[src/rtl/qls_pkg.sv]
package qls_pkg;
  typedef enum logic [1:0] {
    QS_IDLE = 2'd0,
    QS_LO   = 2'd1,
    QS_HI   = 2'd2,
    QS_DONE = 2'd3
  } qls_state_e;
endpackage

[src/rtl/qls_addr_gen.sv]
module qls_addr_gen #(
  parameter int AW      = 64,
  parameter int OFS_W   = 16,
  parameter int ALIGN_B = 4
) (
  input  logic [AW-1:0]    base,
  input  logic [OFS_W-1:0] ofs,
  output logic [AW-1:0]    aligned
);
  logic [AW-1:0] ofs_ext;
  logic [AW-1:0] sum;

  always_comb begin
    ofs_ext = {{(AW-OFS_W){ofs[OFS_W-1]}}, ofs};
    sum     = base + ofs_ext;
    aligned = {sum[AW-1:ALIGN_B], {ALIGN_B{1'b0}}};
  end
endmodule

[src/rtl/qls_ctrl.sv]
module qls_ctrl
  import qls_pkg::*;
#(
  parameter int RIDX_W = 5
) (
  input  logic              clk,
  input  logic              rst_n,
  input  logic              cmd_valid,
  input  logic              cmd_store,
  input  logic [RIDX_W-1:0] cmd_reg,
  input  logic              mem_ready,
  input  logic              mem_rvalid,
  output logic              cmd_ready,
  output logic              go,
  output logic              mem_req,
  output logic              is_store,
  output logic              beat_hi,
  output logic              cap_lo,
  output logic              cap_hi,
  output logic              wb_valid,
  output logic [RIDX_W-1:0] wb_reg
);
  qls_state_e st_q, st_d;
  logic issued_q, issued_d;
  logic store_q;
  logic [RIDX_W-1:0] reg_q;
  logic accept, skip, beat_act, acc, beat_end;

  always_comb begin
    cmd_ready = (st_q == QS_IDLE);
    accept    = cmd_valid && cmd_ready;
    skip      = accept && !cmd_store && (cmd_reg == '0);
    go        = accept && !skip;
    beat_act  = (st_q == QS_LO) || (st_q == QS_HI);
    mem_req   = beat_act && !issued_q;
    acc       = mem_req && mem_ready;
    beat_end  = store_q ? acc : (issued_q && mem_rvalid);
    beat_hi   = (st_q == QS_HI);
    cap_lo    = (st_q == QS_LO) && !store_q && issued_q && mem_rvalid;
    cap_hi    = (st_q == QS_HI) && !store_q && issued_q && mem_rvalid;
    wb_valid  = (st_q == QS_DONE) && !store_q;
    wb_reg    = reg_q;
    is_store  = store_q;

    st_d = st_q;
    case (st_q)
      QS_IDLE: if (go) st_d = QS_LO;
      QS_LO:   if (beat_end) st_d = QS_HI;
      QS_HI:   if (beat_end) st_d = QS_DONE;
      default: st_d = QS_IDLE;
    endcase

    issued_d = issued_q;
    if (beat_end)              issued_d = 1'b0;
    else if (acc && !store_q)  issued_d = 1'b1;
  end

  always_ff @(posedge clk or negedge rst_n) begin
    if (!rst_n) begin
      st_q     <= QS_IDLE;
      issued_q <= 1'b0;
      store_q  <= 1'b0;
      reg_q    <= '0;
    end else begin
      st_q     <= st_d;
      issued_q <= issued_d;
      if (go) begin
        store_q <= cmd_store;
        reg_q   <= cmd_reg;
      end
    end
  end

  // write-back pulse lasts one cycle
  assert_wb_single_R4: assert property (@(posedge clk) disable iff (!rst_n)
    wb_valid |=> !wb_valid);
  // a skipped load leaves the port quiet and the sequencer idle
  assert_skip_quiet_R5: assert property (@(posedge clk) disable iff (!rst_n)
    (cmd_valid && cmd_ready && !cmd_store && cmd_reg == '0) |=> (cmd_ready && !mem_req));
  // no write-back ever targets register 0
  assert_wb_nonzero_R5: assert property (@(posedge clk) disable iff (!rst_n)
    wb_valid |-> (wb_reg != '0));
  // a stalled request stays raised
  assert_req_held_R8: assert property (@(posedge clk) disable iff (!rst_n)
    (mem_req && !mem_ready) |=> mem_req);
  // an executed command makes the sequencer busy
  assert_busy_after_go_R7: assert property (@(posedge clk) disable iff (!rst_n)
    go |=> !cmd_ready);
endmodule

[src/rtl/qls_data.sv]
module qls_data #(
  parameter int DW = 64
) (
  input  logic          clk,
  input  logic          rst_n,
  input  logic          go,
  input  logic [2*DW-1:0] sdata,
  input  logic          beat_hi,
  input  logic          cap_lo,
  input  logic          cap_hi,
  input  logic [DW-1:0] rdata,
  output logic [DW-1:0] wdata,
  output logic [2*DW-1:0] result
);
  logic [2*DW-1:0] sbuf_q;
  logic [DW-1:0]   lo_q, hi_q;

  always_ff @(posedge clk or negedge rst_n) begin
    if (!rst_n) begin
      sbuf_q <= '0;
      lo_q   <= '0;
      hi_q   <= '0;
    end else begin
      if (go)     sbuf_q <= sdata;
      if (cap_lo) lo_q   <= rdata;
      if (cap_hi) hi_q   <= rdata;
    end
  end

  always_comb begin
    wdata  = beat_hi ? sbuf_q[2*DW-1:DW] : sbuf_q[DW-1:0];
    result = {hi_q, lo_q};
  end
endmodule

[src/rtl/qls_seq.sv]
module qls_seq #(
  parameter int AW     = 64,
  parameter int DW     = 64,
  parameter int OFS_W  = 16,
  parameter int RIDX_W = 5
) (
  input  logic              clk,
  input  logic              rst_n,
  input  logic              cmd_valid,
  output logic              cmd_ready,
  input  logic              cmd_store,
  input  logic [AW-1:0]     cmd_base,
  input  logic [OFS_W-1:0]  cmd_offset,
  input  logic [RIDX_W-1:0] cmd_reg,
  input  logic [2*DW-1:0]   cmd_wdata,
  output logic              mem_req,
  output logic              mem_we,
  output logic [AW-1:0]     mem_addr,
  output logic [DW-1:0]     mem_wdata,
  input  logic              mem_ready,
  input  logic              mem_rvalid,
  input  logic [DW-1:0]     mem_rdata,
  output logic              wb_valid,
  output logic [RIDX_W-1:0] wb_reg,
  output logic [2*DW-1:0]   wb_data
);
  localparam int BEAT_BYTES = DW / 8;
  localparam int BEAT_B     = $clog2(BEAT_BYTES);
  localparam int ALIGN_B    = BEAT_B + 1;

  logic [AW-1:0] aligned, addr_q;
  logic go, beat_hi, cap_lo, cap_hi, is_store;

  qls_addr_gen #(.AW(AW), .OFS_W(OFS_W), .ALIGN_B(ALIGN_B)) u_addr (
    .base(cmd_base), .ofs(cmd_offset), .aligned(aligned));

  qls_ctrl #(.RIDX_W(RIDX_W)) u_ctrl (
    .clk(clk), .rst_n(rst_n), .cmd_valid(cmd_valid), .cmd_store(cmd_store),
    .cmd_reg(cmd_reg), .mem_ready(mem_ready), .mem_rvalid(mem_rvalid),
    .cmd_ready(cmd_ready), .go(go), .mem_req(mem_req), .is_store(is_store),
    .beat_hi(beat_hi), .cap_lo(cap_lo), .cap_hi(cap_hi),
    .wb_valid(wb_valid), .wb_reg(wb_reg));

  qls_data #(.DW(DW)) u_data (
    .clk(clk), .rst_n(rst_n), .go(go), .sdata(cmd_wdata), .beat_hi(beat_hi),
    .cap_lo(cap_lo), .cap_hi(cap_hi), .rdata(mem_rdata),
    .wdata(mem_wdata), .result(wb_data));

  always_ff @(posedge clk or negedge rst_n) begin
    if (!rst_n) addr_q <= '0;
    else if (go) addr_q <= aligned;
  end

  always_comb begin
    mem_addr = beat_hi ? (addr_q + AW'(BEAT_BYTES)) : addr_q;
    mem_we   = is_store;
  end

  // every beat address is doubleword aligned
  assert_beat_aligned_R1: assert property (@(posedge clk) disable iff (!rst_n)
    mem_req |-> (mem_addr[BEAT_B-1:0] == '0));
  // the first request after an executed command is the lower half
  assert_lower_first_R3: assert property (@(posedge clk) disable iff (!rst_n)
    (cmd_valid && cmd_ready && (cmd_store || cmd_reg != '0)) |=>
      (mem_req && !mem_addr[BEAT_B]));
  // a stalled beat keeps its address, direction and data
  assert_beat_stable_R8: assert property (@(posedge clk) disable iff (!rst_n)
    (mem_req && !mem_ready) |=>
      ($stable(mem_addr) && $stable(mem_we) && $stable(mem_wdata)));
  // stores never produce a write-back
  assert_store_no_wb_R9: assert property (@(posedge clk) disable iff (!rst_n)
    (mem_req && mem_we) |-> !wb_valid);
endmodule

[config.mk]
export PLATFORM = sky130hd
export DESIGN_NAME = qls_seq
export DESIGN_NICKNAME = d
export VERILOG_FILES = /design/src/rtl/qls_pkg.sv /design/src/rtl/qls_addr_gen.sv /design/src/rtl/qls_ctrl.sv /design/src/rtl/qls_data.sv /design/src/rtl/qls_seq.sv
export SDC_FILE = /design/constraint.sdc
export NUM_CORES = 1
export LEC_CHECK = 0
export BUFFER_PORTS_ARGS = -buffer_cell sky130_fd_sc_hd__buf_2
export CAP_MARGIN = 20
export CELL_PAD_IN_SITES_DETAIL_PLACEMENT = 1
export CELL_PAD_IN_SITES_GLOBAL_PLACEMENT = 2
export CORE_MARGIN = 2
export CORE_UTILIZATION = 31
export CTS_CLUSTER_SIZE = 20
export DETAILED_ROUTE_END_ITERATION = 6
export PLACE_DENSITY = 0.78
export SLEW_MARGIN = 20
export SYNTH_ARGS = -nofsm -noshare
export SYNTH_HDL_FRONTEND = slang
export SYNTH_SLANG_ARGS = --single-unit
[constraint.sdc]
create_clock -name clk -period 2.4 [get_ports clk]
set_input_delay 0.48 -clock clk [delete_from_list [all_inputs] [get_ports clk]]
set_output_delay 0.48 -clock clk [all_outputs]
set_load 0.02 [all_outputs]
* Word level (Yosys, flattened, before mapping)
Cells that the tools add are included.
** Storage, ports and cells
- Register bits after elaboration :: 325
- Input bits :: 283
- Output and inout port bits :: 265
- Word-level logic and storage cells :: 49
** Cells by class
- Add/sub/neg operators :: 2
- Eq/ne operators :: 6
- Mux-type cells :: 9
- Reductions and logical operators :: 24
** Operator list (count)
- two-way mux 64 bit :: 2
- adder 64 x 4 -> 64 bit, second input constant :: 1
- adder 64 bit :: 1
- logical AND 1 bit :: 15
- two-way mux 2 bit :: 3
- != test 2 x 1 -> 1 bit, second input constant :: 3
- one-hot mux 2 bit (3 select lines) :: 1
- logical NOT 5 bit :: 1
- equality test 2 bit, second input constant :: 2
- logical NOT 1 bit :: 4
- two-way mux 1 bit :: 3
- AND reduction 3 bit :: 1
- equality test 2 x 1 -> 1 bit, second input constant :: 1
- logical NOT 2 bit :: 1
- nonzero test 2 bit :: 1
- logical OR 1 bit :: 1

* Logic depth before layout (Yosys ltp)
Gate-level depths: netlist of run 1.
- Word-level depth :: 8
- Mapped depth :: 12
- Mapped depth without buffers :: 11

* Hierarchy
A second synthesis of run 1 with hierarchy kept.
** Unflattened totals
- Cells, all modules :: 1533
- Area total of the unflattened synthesis :: 18321.3 um^2
** Modules (own cells, without submodules)
- qls_data :: instances 1, cells an instance 611, area each 10423.7 um^2, seq. area each 6406.1 um^2
- qls_addr_gen :: instances 1, cells an instance 549, area each 3748.6 um^2, seq. area each 0.0 um^2
- qls_seq :: instances 1, cells an instance 336, area each 3666.0 um^2, seq. area each 1601.5 um^2
- qls_ctrl :: instances 1, cells an instance 37, area each 483.0 um^2, seq. area each 225.2 um^2

* Worst setup path after synthesis of run 1
No wires, ideal clock.
- Path type :: in2reg
- Start point :: input cmd_base[21]
- End point :: register addr_q[58]
- Library setup time :: 0.132 ns
- Arrival :: 2.550 ns
- Required time :: 2.268 ns
- Setup slack :: -0.282 ns
- Cell stages on the path :: 12
- Buffers on the path :: 1
- Path through :: ha_1 > buf_2 > a21oi_2 > o21bai_1 > a21o_1 > a221o_2 > o21ai_2 > a21oi_4 > a31oi_2 > o22ai_1 > a211oi_1 > o22ai_1
** Between the ends
- Cells in the longest elaborated chain, start to end :: 1
** Ends and longest elaborated chain
- from (decl) :: RTL line qls_seq.sv:12 : input logic [AW-1:0] cmd_base,
- adder 64 bit :: RTL line qls_addr_gen.sv:15 : sum = base + ofs_ext;
- to (signal assigned) :: RTL line qls_seq.sv:51 : else if (go) addr_q <= aligned;
- to (decl) :: RTL line qls_seq.sv:31 : logic [AW-1:0] aligned, addr_q;
Every way passes these cells.
A chain may end at the register's enable or synchronous reset.

* Final worst setup path of run 1
- Start point :: register u_ctrl.st_q[0]
- End point :: output mem_wdata[46]
** Between the ends
- Cells in the longest elaborated chain, start to end :: 2
** Ends and longest elaborated chain
- from (decl) :: RTL line qls_ctrl.sv:23 : qls_state_e st_q, st_d;
- from (signal assigned) :: RTL line qls_ctrl.sv:65 : st_q <= st_d;
- equality test 2 bit :: RTL line qls_ctrl.sv:38 : beat_hi = (st_q == QS_HI);
- two-way mux 64 bit :: RTL line qls_data.sv:31 : wdata = beat_hi ? sbuf_q[2*DW-1:DW] : sbuf_q[DW-1:0];
- to (decl) :: RTL line qls_seq.sv:19 : output logic [DW-1:0] mem_wdata,
Every way passes these cells.

==> impl_metrics.ini, run 1 <==
[yosys]
ys_seq_elements = 325
yosys_warnings = 0
synth_flop_cell = dfrtp_1
ys_types = 81
syn_area_um2 = 16600
ys_top_cells_by_count = 519 x nand2_1, 325 x dfrtp_1, 195 x mux2_2
syn_inst = 1681
synthArstFlopShare_pct = 100
synth_largest_area_cell = dfrtp_1
yosysMostFrequentCell = nand2_1
syn_avg_cell_area_um2 = 9.89
yosysTopAreaCellShare_pct = 48.9
synthTopCellsByArea = dfrtp_1 49%, mux2_2 13%, nand2_1 12%
synth-edff-count = 0
seq_area_frac_synth_pct = 48.9

[global_routing]
antenna_found_initial = 19
grt_use_met1_pct = 28.1
grt_overflow = 0
grt-busiest-layer = met2
grt_max_degree = 117
grt_pass1_wl_mm = 103
met2_usage_pct = 43.1
grt_pass1_vias = 17200
use_met3_pct = 5.10
grt.total_usage_pct = 24.1

[layout]
final_nets = 2845
largest_reg_flops = 128
stdcell_count = 3222
design_area_um2 = 25600
regMostFlops = u_data.sbuf_q
regArea_um2 = 8130
multi_input_area_um2 = 9270
fin_util_pct = 48.5
fillers = 6054
syn_to_final_growth_pct = 53.8
drive_gt1_share_pct = 51.3
reg_top3 = u_data.sbuf_q: 128 flops, u_data.hi_q: 64 flops, u_data.lo_q: 64 flops

[place]
gp_congestion = 0.921
dpl.cell_count = 3112
dpl.hpwl_mm = 53.2
place_area_um2 = 22500
port_buffers = 544

[setup_path]
end_kind = primary output
path_cells = inv_2 > ha_4 > buf_12 > clkbuf_16 > mux2_4 > buf_6
start_kind = flop
crit_fanout = 8
slowest_stage = dfrtp_1
crit_family = buffers and inverters
required_ps = 1920
timing.critical_path.buf_inv = 4
critPathKind = flop to primary output
critical_path.max_stage_delay_ps = 390
crit_arrival_ps = 2020

[routing]
firstDrtPassIters = 4
post_drt_wl_per_cell_um = 21.7
drt_wl_total_mm = 70.0
via_count = 15800
drc_errors = 0
dr.first_iter.drc_count = 731
vias_per_cell = 4.92
drtAntennaViolNets = 0

[timing]
slew_violations = 0
worst_slack_ps = -104
max_freq_ghz = 0.399
tns_ps = -4220
slew_headroom_pct = 49.3
period_needed_ps = 2500
skew_ps = 15.4
finalHoldViolCount = 0
finalSetupViolCount = 64
fin_crit_sh_pct = 104
rsz0062_at_grt = true
tightest_slew_ps = 741

[clocking]
cts_sinks = 325
ctsHtreeMaxLevel = 2
cts_tree = built
path_clk_slew_ps = 60
insertion_delay_ps = 560
cts_buffers = 39
cts_root_buffer = clkbuf_16
clk_path_buf_depth = 3

[status]
status = finished, violations left
violations = setup timing

[floorplan]
ios = 548
die-area_um2 = 55500
die_h_um = 236
fp-row-count = 84
start_util_pct = 31.5
die_w_um = 236
core_area_um2 = 52800

[run]
drv_cap = 0

[pwr]
leakagePower_nw = 12.9
powerDensity_nw_per_um2 = 1240
ir_drop_v = 0.000605
p_total_mw = 31.7

[min_path]
hold_path_class = primary input to flop
worst register-to-register path, stage by stage, from the launching register on:
cell and delay [ps]:
dfrtp_1 410, buf_4 150, inv_1 90, ha_1 210
and3_4 290, buf_12 400, nand2_1 260, nand2_1 100
cell type report:
type / count / area share (%)
antenna: 10 / 0.0978
clock buffer: 58 / 4.37
clock inverter: 11 / 0.733
inverter: 16 / 0.235
multi-input combinational: 1249 / 36.2
sequential: 325 / 31.8
tap: 688 / 3.36
timing repair buffer: 865 / 23.2
per-stage QoR:
step	hold slack (ps)	worst slack, ps
after detailed placement	406	-831
after global placement	397	-684
final	109	-104
after CTS	76.0	-170
after floorplan	184	-183
after global routing	95.5	-175
layer usage:
metal	routed length [um]	vias to the layer above
met4	2930	8
met3	3710	146
met5	55	-
li1	-	7390
met1	28000	7838
met2	35300	465
path summary, 6_finish.rpt:
| kind | startpoint | endpoint | slack [ps] | cells past startpoint |
|---|---|---|---|---|
| worst max-delay path | u_ctrl.st_q[0]$_DFFE_PN0P_ | mem_wdata[46] | -100 | 6 |
| worst min-delay path | cmd_wdata[117] | u_data.sbuf_q[117]$_DFFE_PN0P_ | 110 | 3 |
| worst max register to register | u_ctrl.st_q[1]$_DFFE_PN0P_ | u_data.sbuf_q[83]$_DFFE_PN0P_ | 430 | 7 |
| worst min register to register | u_ctrl.wb_reg[2]$_DFFE_PN0P_ | u_ctrl.wb_reg[2]$_DFFE_PN0P_ | 470 | 2 |
| max in group asynchronous | rst_n | u_data.lo_q[25]$_DFFE_PN0P_ | 1210 | 4 |
| min in group asynchronous | rst_n | u_data.sbuf_q[88]$_DFFE_PN0P_ | 410 | 2 |
cells by family after synthesis:
| family | Yosys count | share of synthesized area, % |
|---|---|---|
| DFF | 325 | 48.9 |
| AOI/OAI and AO/OA | 283 | 11.0 |
| other | 1 | 0.0225 |
| and+or+nand+nor | 643 | 15.9 |
| muxes | 195 | 13.2 |
| xor gates and xnor gates | 59 | 3.11 |
| buffers and inverters | 109 | 2.93 |
| adders and majority gates | 66 | 4.96 |
cells in the final DEF (no fill, tap or decap), types with 32 or more instances in the layout:
master / count
nand2_1: 513
mux2_4: 45
buf_4: 282
buf_6: 54
clkbuf_16: 41
dfrtp_1: 325
a21oi_1: 45
o21ai_0: 50
mux2_2: 150
buf_2: 491
nor2_1: 32
ha_4: 38
repair_timing:
action,4_1_cts,5_1_grt
buffers inserted,15,13
endpoints found under the hold margin,26,0
gates cloned,4,2
resized for setup,125,209
hold buffers,1,0
endpoints found under the setup margin,87,93
pin swaps,18,65
report_power, final:
part	total [mW]	internal (mW)	switching (mW)
logic	16.0	7.03	8.96
clock network	6.07	3.59	2.48
registers	9.64	8.13	1.51
total	31.7	18.8	13.0
Power figures use the tool's default switching activity.
==> run 2, diff against run 1 <==
- CORE_UTILIZATION: 31 -> 28
- PLACE_DENSITY: 0.78 -> 0.75
- clock period: 2.4 -> 2.05 ns (I/O delays scaled with it)
==> impl_metrics.ini, run 2 (synthesis gave the netlist of run 1 again) <==
[setup_path]
r2r-end = addr_q[58]$_DFFE_PN0P_
path_cells = inv_2 > ha_4 > buf_12 > buf_16 > mux2_2 > buf_6
crit_family = buffers and inverters
start_kind = flop
ff2ff_setup_slack_ps = -180
end_kind = primary output
crit_arrival_ps = 2010
r2r-start = u_ctrl.st_q[1]$_DFFE_PN0P_
critPathKind = flop to primary output
slowest_stage = dfrtp_1
reg2reg_depth = 12
critical_path.max_stage_delay_ps = 400
required_ps = 1640
timing.critical_path.buf_inv = 4
crit_fanout = 8

[routing]
dr.first_iter.drc_count = 558
post_drt_wl_per_cell_um = 21.2
drtAntennaViolNets = 0
drc_errors = 0
firstDrtPassIters = 5
vias_per_cell = 4.80
drt_wl_total_mm = 71.1
via_count = 16100

[pwr]
ir_drop_v = 0.000871
leakagePower_nw = 13.5
powerDensity_nw_per_um2 = 1410
p_total_mw = 38.0

[floorplan]
core_area_um2 = 58900
start_util_pct = 28.2
die-area_um2 = 61400
die_w_um = 248
ios = 548
die_h_um = 248
fp-row-count = 89

[min_path]
hold_path_class = primary input to flop
hp-start = cmd_wdata[89]
worstHoldPathCells = 3
holdPathEnd = u_data.sbuf_q[89]$_DFFE_PN0P_

[global_routing]
grt_pass1_vias = 17100
grt_pass1_wl_mm = 103
antenna_found_initial = 9
grt_max_degree = 68
grt.total_usage_pct = 21.9
grt_overflow = 0

[status]
violations = setup timing
status = finished, violations left

[timing]
fin_crit_sh_pct = 118
tns_ps = -28830
worst_slack_ps = -368
period_needed_ps = 2420
max_freq_ghz = 0.414
skew_ps = 19.1
finalHoldViolCount = 0
slew_violations = 0
slew_headroom_pct = 64.3
finalSetupViolCount = 104
rsz0062_at_grt = true
tightest_slew_ps = 522
hold_ws_ps = 42.4

[place]
place_area_um2 = 22900
dp_slack_ps = -1060
dpl.hpwl_mm = 52.2
gp_congestion = 0.884
dpl.cell_count = 3216
port_buffers = 544

[clocking]
clk_path_buf_depth = 3
insertion_delay_ps = 560
cts_root_buffer = clkbuf_16
cts_sinks = 325
path_clk_slew_ps = 60
ctsHtreeMaxLevel = 2
cts_buffers = 39
cts_tree = built

[layout]
largest_reg_flops = 128
stdcell_count = 3353
final_common_cell = nand2_1
final_nets = 2895
regMostFlops = u_data.sbuf_q
reg_top3 = u_data.sbuf_q: 128 flops, u_data.hi_q: 64 flops, u_data.lo_q: 64 flops
drive_gt1_share_pct = 55.3
design_area_um2 = 27000
final_cell_mix = 504 x nand2_1, 471 x buf_2, 325 x dfrtp_1, 296 x buf_4, 140 x mux2_2
fin_util_pct = 45.9
syn_to_final_growth_pct = 62.4

[run]
drv_cap = 0
==> run 2: cell types whose count changed in the layout (fill, tap and decap cells not counted), sizes merged <==
cell,delta
buf,+49
bufinv,-2
clkbuf,+2
clkinv,+3
clkinvlp,-1
diode,-4
inv,-1
==> run 2: tightest hold or removal path: stages <==
cell and delay [ps]:
buf_2 70, nand2_1 40, nand2_1 50
==> run 2: repair_timing <==
item	in CTS	in global routing
setup buffers	36	28
pin swaps	95	95
endpoints found under the setup margin	104	139
hold buffers	1	0
resized for setup	330	204
cloned	6	3
endpoints found under the hold margin	39	0
==> run 2: cell type report <==
class	instances	area, um2
antenna	6	15.0
fill	6596	31900
timing repair buffer	915	6630
tap	773	967
inverter	16	65.1
sequential	325	8130
clock inverter	10	97.6
clock buffer	59	1170
multi-input combinational	1249	9940
==> run 2: power by group <==
part	switching, mW	internal [mW]
clock	2.88	4.08
sequential	1.76	9.52
combinational	10.8	9.03
==> run 2: how the worst max path moves through the flow <==
stage	startpoint	endpoint	cells after the start
6_report	u_ctrl.st_q[0]$_DFFE_PN0P_	mem_wdata[39]	6
5_1_grt	u_ctrl.st_q[0]$_DFFE_PN0P_	mem_wdata[39]	6
4_1_cts	u_ctrl.st_q[0]$_DFFE_PN0P_	mem_wdata[44]	6
3_5_place_dp	cmd_offset[15]	addr_q[58]$_DFFE_PN0P_	14
3_3_place_gp	cmd_offset[15]	addr_q[58]$_DFFE_PN0P_	15
2_1_floorplan	cmd_base[9]	addr_q[54]$_DFFE_PN0P_	12
==> run 2: routing by layer <==
layer / global-route usage, % / vias to the layer above / share of wire, % / routed length (um)
li1: - / 7471 / - / -
met1: 26.0 / 8073 / 40 / 28400
met2: 39.0 / 432 / 51 / 36500
met3: 4.76 / 99 / 6.1 / 4340
met4: 6.96 / 6 / 2.6 / 1830
met5: 0 / - / 0.048 / 34
